--- src/rtl/dma_chain_channel.sv ---
module dma_chain_channel #(
  parameter int CNT_BITS = 12
) (
  input  logic        clk,
  input  logic        rst_n,
  input  logic        reg_we,
  input  logic [2:0]  reg_sel,
  input  logic [31:0] reg_wdata,
  input  logic        grant,
  output logic        eligible,
  output logic        busy,
  output logic        mem_req_valid,
  input  logic        mem_req_ready,
  output logic        mem_req_write,
  output logic [31:0] mem_req_addr,
  output logic [1:0]  mem_req_size,
  output logic [31:0] mem_req_wdata,
  input  logic        mem_rsp_valid,
  input  logic [31:0] mem_rsp_data,
  output logic        tc_event,
  output logic [31:0] src_addr,
  output logic [31:0] dst_addr,
  output logic [31:0] next_ptr,
  output logic [31:0] ctrl_word,
  output logic [31:0] conf_word
);
  localparam int EN_BIT   = 0;
  localparam int HALT_BIT = 18;
  localparam int SW_LSB   = 18;
  localparam int DW_LSB   = 21;
  localparam int SI_BIT   = 26;
  localparam int DI_BIT   = 27;
  localparam int TC_BIT   = 31;

  typedef enum logic [2:0] {S_IDLE, S_RREQ, S_RRSP, S_WREQ, S_FREQ, S_FRSP} st_t;

  st_t         st;
  logic [31:0] src, dst, nxt, ctl, cfg, fbase, buff;
  logic [1:0]  fidx;
  logic [2:0]  boff, beats;

  function automatic logic [1:0] clampw(input logic [2:0] c);
    return (c > 3'd2) ? 2'd2 : c[1:0];
  endfunction

  function automatic logic [31:0] bmask(input logic [1:0] l);
    return (l == 2'd0) ? 32'h0000_00FF : (l == 2'd1) ? 32'h0000_FFFF : 32'hFFFF_FFFF;
  endfunction

  wire [1:0]          sl      = clampw(ctl[SW_LSB+2:SW_LSB]);
  wire [1:0]          dl      = clampw(ctl[DW_LSB+2:DW_LSB]);
  wire [2:0]          sbytes  = 3'd1 << sl;
  wire [2:0]          dbytes  = 3'd1 << dl;
  wire [2:0]          nbeats  = (dl > sl) ? 3'(1 << (dl - sl)) : 3'd1;
  wire [CNT_BITS-1:0] cnt     = ctl[CNT_BITS-1:0];
  wire [CNT_BITS-1:0] cnt_dec = cnt - CNT_BITS'(1);
  wire                idle    = (st == S_IDLE);
  wire                req_hs  = mem_req_valid && mem_req_ready;

  assign eligible      = idle && cfg[EN_BIT] && !cfg[HALT_BIT] && (cnt != '0);
  assign busy          = !idle;
  assign mem_req_valid = (st == S_RREQ) || (st == S_WREQ) || (st == S_FREQ);
  assign mem_req_write = (st == S_WREQ);
  assign mem_req_addr  = (st == S_WREQ) ? dst :
                         (st == S_FREQ) ? fbase + {28'b0, fidx, 2'b00} : src;
  assign mem_req_size  = (st == S_WREQ) ? dl : (st == S_FREQ) ? 2'd2 : sl;
  assign mem_req_wdata = (st == S_WREQ) ? (buff & bmask(dl)) : '0;

  assign src_addr  = src;
  assign dst_addr  = dst;
  assign next_ptr  = nxt;
  assign ctrl_word = ctl;
  assign conf_word = cfg;

  always_ff @(posedge clk) begin
    if (!rst_n) begin
      st       <= S_IDLE;
      src      <= '0;
      dst      <= '0;
      nxt      <= '0;
      ctl      <= '0;
      cfg      <= '0;
      fbase    <= '0;
      buff     <= '0;
      fidx     <= '0;
      boff     <= '0;
      beats    <= '0;
      tc_event <= 1'b0;
    end else begin
      tc_event <= 1'b0;
      case (st)
        S_IDLE: begin
          if (reg_we) begin
            case (reg_sel)
              3'd0: src <= reg_wdata;
              3'd1: dst <= reg_wdata;
              3'd2: nxt <= reg_wdata;
              3'd3: ctl <= reg_wdata;
              3'd4: cfg <= reg_wdata;
              default: ;
            endcase
          end
          if (grant && eligible) begin
            st    <= S_RREQ;
            buff  <= '0;
            boff  <= '0;
            beats <= nbeats;
          end
        end
        S_RREQ: if (mem_req_ready) st <= S_RRSP;
        S_RRSP: if (mem_rsp_valid) begin
          buff  <= buff | ((mem_rsp_data & bmask(sl)) << {boff, 3'b000});
          boff  <= boff + sbytes;
          beats <= beats - 3'd1;
          if (ctl[SI_BIT]) src <= src + 32'(sbytes);
          st    <= (beats == 3'd1) ? S_WREQ : S_RREQ;
        end
        S_WREQ: if (mem_req_ready) begin
          if (ctl[DI_BIT]) dst <= dst + 32'(dbytes);
          ctl[CNT_BITS-1:0] <= cnt_dec;
          if (cnt_dec == '0) begin
            tc_event <= ctl[TC_BIT];
            if (nxt != '0) begin
              fbase <= nxt;
              fidx  <= 2'd0;
              st    <= S_FREQ;
            end else begin
              cfg[EN_BIT] <= 1'b0;
              st          <= S_IDLE;
            end
          end else begin
            st <= S_IDLE;
          end
        end
        S_FREQ: if (mem_req_ready) st <= S_FRSP;
        S_FRSP: if (mem_rsp_valid) begin
          case (fidx)
            2'd0: src <= mem_rsp_data;
            2'd1: dst <= mem_rsp_data;
            2'd2: nxt <= mem_rsp_data;
            default: ctl <= mem_rsp_data;
          endcase
          if (fidx == 2'd3) st <= S_IDLE;
          else begin
            fidx <= fidx + 2'd1;
            st   <= S_FREQ;
          end
        end
        default: st <= S_IDLE;
      endcase
    end
  end


  req_hold_chk: assert property (@(posedge clk) disable iff (!rst_n)
    mem_req_valid && !mem_req_ready |=> mem_req_valid && $stable(mem_req_addr) && $stable(mem_req_write));


  tc_single_chk: assert property (@(posedge clk) disable iff (!rst_n)
    tc_event |=> !tc_event);


  cnt_step_chk: assert property (@(posedge clk) disable iff (!rst_n)
    req_hs && mem_req_write |=>
      (ctrl_word[CNT_BITS-1:0] == CNT_BITS'($past(ctrl_word[CNT_BITS-1:0]) - CNT_BITS'(1))) &&
      (ctrl_word[31:CNT_BITS] == $past(ctrl_word[31:CNT_BITS])));


  self_off_chk: assert property (@(posedge clk) disable iff (!rst_n)
    req_hs && mem_req_write && (ctrl_word[CNT_BITS-1:0] == CNT_BITS'(1)) && (next_ptr == '0)
      |=> !conf_word[EN_BIT]);


  quiet_when_ready_chk: assert property (@(posedge clk) disable iff (!rst_n)
    eligible |-> !mem_req_valid);
endmodule

--- config.mk ---
export PLATFORM = sky130hd
export DESIGN_NAME = dma_chain_channel
export DESIGN_NICKNAME = d
export VERILOG_FILES = /design/src/rtl/dma_chain_channel.sv
export SDC_FILE = /design/constraint.sdc
export NUM_CORES = 1
export LEC_CHECK = 0
export BUFFER_PORTS_ARGS = -buffer_cell sky130_fd_sc_hd__buf_2
export CORE_MARGIN = 8
export CORE_UTILIZATION = 55
export CTS_CLUSTER_SIZE = 40
export DETAILED_ROUTE_END_ITERATION = 6
export PLACE_DENSITY = 0.9
export SLEW_MARGIN = 5
export SYNTH_ARGS = -nofsm -noshare
export SYNTH_HDL_FRONTEND = slang
export SYNTH_SLANG_ARGS = --single-unit
export TNS_END_PERCENT = 20
--- constraint.sdc ---
create_clock -name clk -period 3.9 [get_ports clk]
set_input_delay 0 -clock clk [delete_from_list [all_inputs] [get_ports clk]]
set_output_delay 0 -clock clk [all_outputs]
set_load 0.005 [all_outputs]
==> results of run 1 <==
layout make-up:
class / count / area, um2
multi-input cells: 1352 / 8110
fillers: 1947 / 7400
flip-flops and latches: 236 / 4720
repair buffers: 408 / 2480
clock buffers: 38 / 777
well taps: 324 / 405
clock inverters: 9 / 173
inverters: 29 / 111
power by group through the flow:
| stage | Clock [mW] | Sequential (mW) | Combinational, mW |
|---|---|---|---|
| detailed placement | 0 | 3.46 | 3.47 |
| floorplan | 0 | 3.24 | 2.17 |
| global placement | 0 | 3.44 | 3.38 |
| finish | 2.74 | 3.46 | 3.63 |
| global route | 2.83 | 3.50 | 3.93 |
| CTS | 2.74 | 3.41 | 3.54 |
registers in the layout, summed over array words and instances, names as in the netlist:
name and flops:
src_addr 32, fbase 32, dst_addr 32, next_ptr 32, tc_event 1, beats 3, buff 32, fidx 2
boff 3, conf_word 32, st 3, ctrl_word 32
timing repair:
action	CTS	global route
endpoints found under the hold margin	95	0
hold buffers	65	0
resized for setup	0	0
Yosys cell counts (20+ instances only):
cell type / n / area [um2]
nand2_1: 275 / 1030
a211oi_1: 61 / 458
a22oi_1: 48 / 360
nor2_1: 160 / 601
a31oi_1: 20 / 125
a21oi_1: 142 / 711
mux2i_1: 66 / 661
ha_1: 20 / 250
nand3_1: 30 / 150
inv_1: 27 / 101
clkbuf_1: 126 / 473
dfxtp_1: 236 / 4720
and2_1: 48 / 300
nand4_1: 33 / 206
nor3_1: 31 / 155
o21ai_0: 127 / 636
through the flow:
stage,hold WS (ns),cells,power [mW],utilization,instance area (um2)
after CTS,0.0179,2396,9.69,0.694,16800
after global routing,0.0698,2396,10.3,0.694,16800
after floorplan,0.126,1757,5.41,-,13500
final,0.0433,2396,9.83,0.694,16800
after detailed placement,0.279,2284,6.93,0.628,15200
after global placement,0.268,2284,6.82,0.628,15200
critical path: stages (launching register included):
cell      delay (ns)
dfxtp_1         0.43
ha_1            0.21
inv_1           0.06
fa_1            0.43
nand3b_1        0.31
nor4_1          0.33
buf_4           0.21
and2_1          0.17
nand3_1         0.09
xor2_1          0.16
o21ai_0         0.23
buf_2           0.18
cells in the final DEF (no fill, tap or decap), types with 30 or more instances in the layout:
cell type      instances
a211oi_1              60
a21oi_1              141
a22oi_1               48
and2_1                48
buf_2                303
buf_4                 39
dfxtp_1              236
dlygate4sd3_1         65
mux2i_1               66
nand2_1              275
nand3_1               30
nand4_1               33
nor2_1               159
nor3_1                31
o21ai_0              127
per-layer routing:
layer,track usage,vias to the layer above
met3,0.0957,205
met4,0.186,0
met2,0.546,1205
li1,-,7005
met1,0.443,7284
met5,0,-
worst paths after layout:
path	to	cells after the start
worst max-delay path	mem_req_addr[28]	11
worst min-delay path	buff[13]	5
worst max register to register	conf_word[0]	7
worst min register to register	conf_word[2]	2
logic make-up after synthesis:
group                      count (synthesis)
and+or+nand+nor                          682
muxes                                     68
buffers and inverters                    169
xor gates and xnor gates                  33
AOI/OAI and AO/OA                        546
adders and majority gates                 23
DFF                                      236
==> flow_metrics.tcl, run 1 <==
set metrics [dict create \
    synth_area_um2 13500 \
    worst_slew_pin_slew_ns 1.17 \
    hold_violations 0 \
    hold_class "input pin to flip-flop" \
    drtPass1Iterations 6 \
    avgSynthCellArea_um2 7.67 \
    num_vias 15700 \
    pre_cts_ws_ns 0.714 \
    io_buffers 303 \
    die_x_um 173 \
    n_antenna_cell 0 \
    wl_met1_um 20800 \
    nNetsFinal 2149 \
    crit_required_ns 3.90 \
    worstSetupStartpoint "fidx[0]" \
    clockBufferDepth 3 \
    grt_use_total 0.353 \
    wl_per_cell_um 23.3 \
    synthSimpleGateAreaFrac 0.241 \
    seqPwrFrac 0.352 \
    overflow 0 \
    critPathKind "flip-flop to output port" \
    wl_met2_um 24200 \
    irDropWorstVdd_mv 0.363 \
    antenna_found_initial 0 \
    fp.dieH_um 173 \
    p_comb_frac 0.369 \
    critPathArrivalTime_ns 3.36 \
    cts_root_buf "clkbuf_16" \
    layout-drive-gt1-share 0.201 \
    htree_levels 1 \
    initial_core_util 0.557 \
    ios 304 \
    yosysWarnings 0 \
    vias_per_cell 6.55 \
    synthAdderAreaFrac 0.0230 \
    synth-edff-count 0 \
    synth.area.mux_share 0.0507 \
    yosysUniqueCellTypes 74 \
    fmax_ghz 0.297 \
    startpoint_type "flip-flop" \
    period_share 0.862 \
    p_clk_frac 0.279 \
    hpwl_um 39900 \
    clock_sinks 236 \
    synth_compound_area_frac 0.263 \
    gp_congestion 0.957 \
    cts-buffers-inserted 26 \
    regToRegStartpoint "ctrl_word[0]" \
    grt_pass1_wl_um 85500 \
    area_growth_syn_to_layout_pct 24.5 \
    synth_top_family_by_area "compound AO/OA/AOI/OAI gates" \
    rsz0062_at_grt "no" \
    postCtsSetupBuffers 0 \
    wl_um 55900 \
    ys_seq_elements 236 \
    drc_errors 0 \
    rows 57 \
    end_kind "output port" \
    r2r_slack_ns 0.57 \
    netlist_instances 1757 \
    dieArea_um2 29800 \
    grt_max_degree 96 \
    drtIter0Drc 2052 \
    synth_seq_area_share 0.351 \
    p_sw_frac 0.399 \
    clkTransAtPathRegs_ns 0.06 \
    slew_headroom 0.217 \
    maxCapViolations 0 \
    p_int_mw 5.91 \
    skew_ns 0.0107 \
    path_max_fanout 7 \
    leakage_nw 6.68 \
    core-area_um2 24200 \
    synthFlopType "dfxtp_1" \
    dr_wl_met3_um 7600 \
    worstHoldStart "mem_rsp_data[13]" \
    synth_nets 1853 \
    clk_latency_ns 0.54 \
    tritoncts "yes" \
    netSwitchingPower_mw 3.92 \
    antenna_left 0 \
    setup_slack_ns 0.538 \
    setup_viol 0 \
    grt_pass1_vias 14800 \
    top_layer "met4" \
    synth_xor_area_frac 0.0215 \
    status "finished clean" \
    fin_crit_ns 3.36 \
    tns_ns 0 \
    powerDensity_nw_per_um2 586 \
    slew_viol_final 0 \
    synthArstFlopShare 0 \
]
Power figures use the tool's default switching activity.
==> run 2, diff against run 1 <==
--- a/config.mk
+++ b/config.mk
@@ -10,7 +10,7 @@
 export CORE_UTILIZATION = 55
 export CTS_CLUSTER_SIZE = 40
 export DETAILED_ROUTE_END_ITERATION = 6
-export PLACE_DENSITY = 0.9
+export PLACE_DENSITY = 0.81
 export SLEW_MARGIN = 5
 export SYNTH_ARGS = -nofsm -noshare
 export SYNTH_HDL_FRONTEND = slang
==> constraint.sdc (replaced) <==
create_clock -name clk -period 3.3 [get_ports clk]
set_input_delay 0 -clock clk [delete_from_list [all_inputs] [get_ports clk]]
set_output_delay 0 -clock clk [all_outputs]
set_load 0.005 [all_outputs]
==> run 2 against run 1 <==
Combinational power up 20%. First-iteration DRC count down 5.4%. Largest cell class unchanged. Highest routed layer unchanged. Global-route usage down 0.38 points.
==> flow_metrics.tcl, run 2 (synthesis gave the netlist of run 1 again) <==
set metrics [dict create \
    powerDensity_nw_per_um2 675 \
    antenna_found_initial 1 \
    hpwl_um 40000 \
    end_kind "flip-flop" \
    dr_wl_met3_um 6990 \
    clock_sinks 236 \
    io_buffers 303 \
    htree_levels 1 \
    area_growth_syn_to_layout_pct 25.5 \
    p_clk_frac 0.261 \
    fp.dieH_um 173 \
    cp_cell_sequence "or3_1, inv_1, ha_1, o21ai_0, o21ai_0, nand4b_1, mux2_2, nand2_1, a41oi_1, dlygate4sd3_1" \
    drtIter0Drc 1942 \
    initial_core_util 0.557 \
    dieArea_um2 29800 \
    num_vias 15600 \
    wl_per_cell_um 22.9 \
    wl_met2_um 24000 \
    clockBufferDepth 3 \
    wl_um 55400 \
    seqPwrFrac 0.357 \
    slew_headroom 0.376 \
    drc_errors 0 \
    startpoint_type "flip-flop" \
    layout-drive-gt1-share 0.212 \
    final_cell_mix "buf_2, nand2_1, dfxtp_1" \
    slew_viol_final 0 \
    rows 57 \
    skew_ns 0.0131 \
    dpl.cell_count 2305 \
    critPathKind "flip-flop to flip-flop" \
    status "finished clean" \
    drtPass1Iterations 6 \
    fmax_ghz 0.313 \
    leakage_nw 6.77 \
    gp_congestion 0.965 \
    multi_input_area_um2 8110 \
    cts_root_buf "clkbuf_16" \
    clkTransAtPathRegs_ns 0.06 \
    layout.cells.most_common "buf_2" \
    p_comb_frac 0.382 \
    top_layer "met4" \
    overflow 0 \
    crit_required_ns 3.72 \
    period_share 0.969 \
    fin_cells 2420 \
    hold_violations 0 \
    die_x_um 173 \
    tritoncts "yes" \
    grt_use_total 0.349 \
    vias_per_cell 6.46 \
    whs_ns 0.0132 \
    antenna_left 0 \
    cpMostUsedCell "o21ai_0" \
    clk_latency_ns 0.54 \
    netSwitchingPower_mw 4.61 \
    grt_pass1_vias 14800 \
    critPathMaxStageDelay_ns 0.59 \
    tns_ns 0 \
    path_max_fanout 6 \
    core-area_um2 24200 \
    irDropWorstVdd_mv 0.377 \
    ios 304 \
    fin_crit_ns 3.20 \
    hold_class "input pin to flip-flop" \
    grt_pass1_wl_um 84900 \
    cts-buffers-inserted 26 \
    nNetsFinal 2170 \
    grt_max_degree 90 \
    critPathArrivalTime_ns 3.62 \
    fill_cells 1961 \
    maxCapViolations 0 \
    setup_viol 0 \
    crit_slowest_cell "dlygate4sd3_1" \
    rsz0062_at_grt "no" \
    worst_slew_pin_slew_ns 0.936 \
    wl_met1_um 21400 \
    p_sw_frac 0.404 \
    seqCellArea_um2 4730 \
    p_int_mw 6.80 \
]
run 2: cell count changes in the layout (fill, tap and decap cells not counted), sizes merged:
cell / previous run / this run
clkbuf: 38 / 39
dlygate4sd3: 65 / 64
diode: 0 / 2
bufinv: 5 / 1
buf: 343 / 365
clkinv: 3 / 7
run 2: per-stage QoR:
stage	instance area (um2)	util	power, mW	setup slack (ns)
after CTS	16900	0.698	11.3	0.0310
after global routing	16900	0.699	12.0	0.0353
after detailed placement	15400	0.635	8.25	0.363
after global placement	15400	0.635	8.15	0.449
after floorplan	13500	-	6.39	0.447
final	16900	0.699	11.4	0.101
run 2: repair_timing:
action / in CTS / in global routing
setup buffers: 0 / 1
gates resized for setup: 0 / 4
hold endpoints to repair: 96 / 0
setup endpoints to repair: 0 / 5
hold buffers: 64 / 0
run 2: power groups by stage:
stage / Sequential, mW / Combinational (mW) / Clock [mW]
floorplan: 3.83 / 2.56 / 0
global placement: 4.06 / 4.09 / 0
detailed placement: 4.08 / 4.17 / 0
CTS: 4.02 / 4.26 / 3.00
global route: 4.12 / 4.72 / 3.12
finish: 4.08 / 4.36 / 2.97
run 2: worst paths after layout:
kind | from | to | slack, ns | cells after the start
min reg2reg | conf_word[17] | conf_word[17] | 0.45 | 2
max | ctrl_word[18] | src_addr[31] | 0.10 | 10
max reg2reg | ctrl_word[18] | src_addr[31] | 0.10 | 10
min | mem_rsp_data[23] | buff[31] | 0.01 | 5
run 2: final cells by class:
class	instances	share of cell area
Clock buffer	39	0.0480
Sequential cell	236	0.280
Multi-Input combinational cell	1352	0.480
Inverter	29	0.00659
Clock inverter	9	0.00429
Timing Repair Buffer	429	0.157
Antenna cell	2	0.000296
Tap cell	324	0.0240
run 2: critical path: cells and delay by family (launching register included):
kind	cells	cell delay [ns]
adders and majority gates	1	0.22
DFF	1	0.35
buffers and inverters	2	0.72
and+or+nand+nor	3	0.76
muxes	1	0.34
AOI/OAI and AO/OA	3	0.68
run 2: layer usage:
| layer | vias up | GRT usage |
|---|---|---|
| met5 | - | 0 |
| met4 | 0 | 0.174 |
| met3 | 228 | 0.0874 |
| met2 | 1097 | 0.542 |
| met1 | 7273 | 0.445 |
| li1 | 7035 | - |
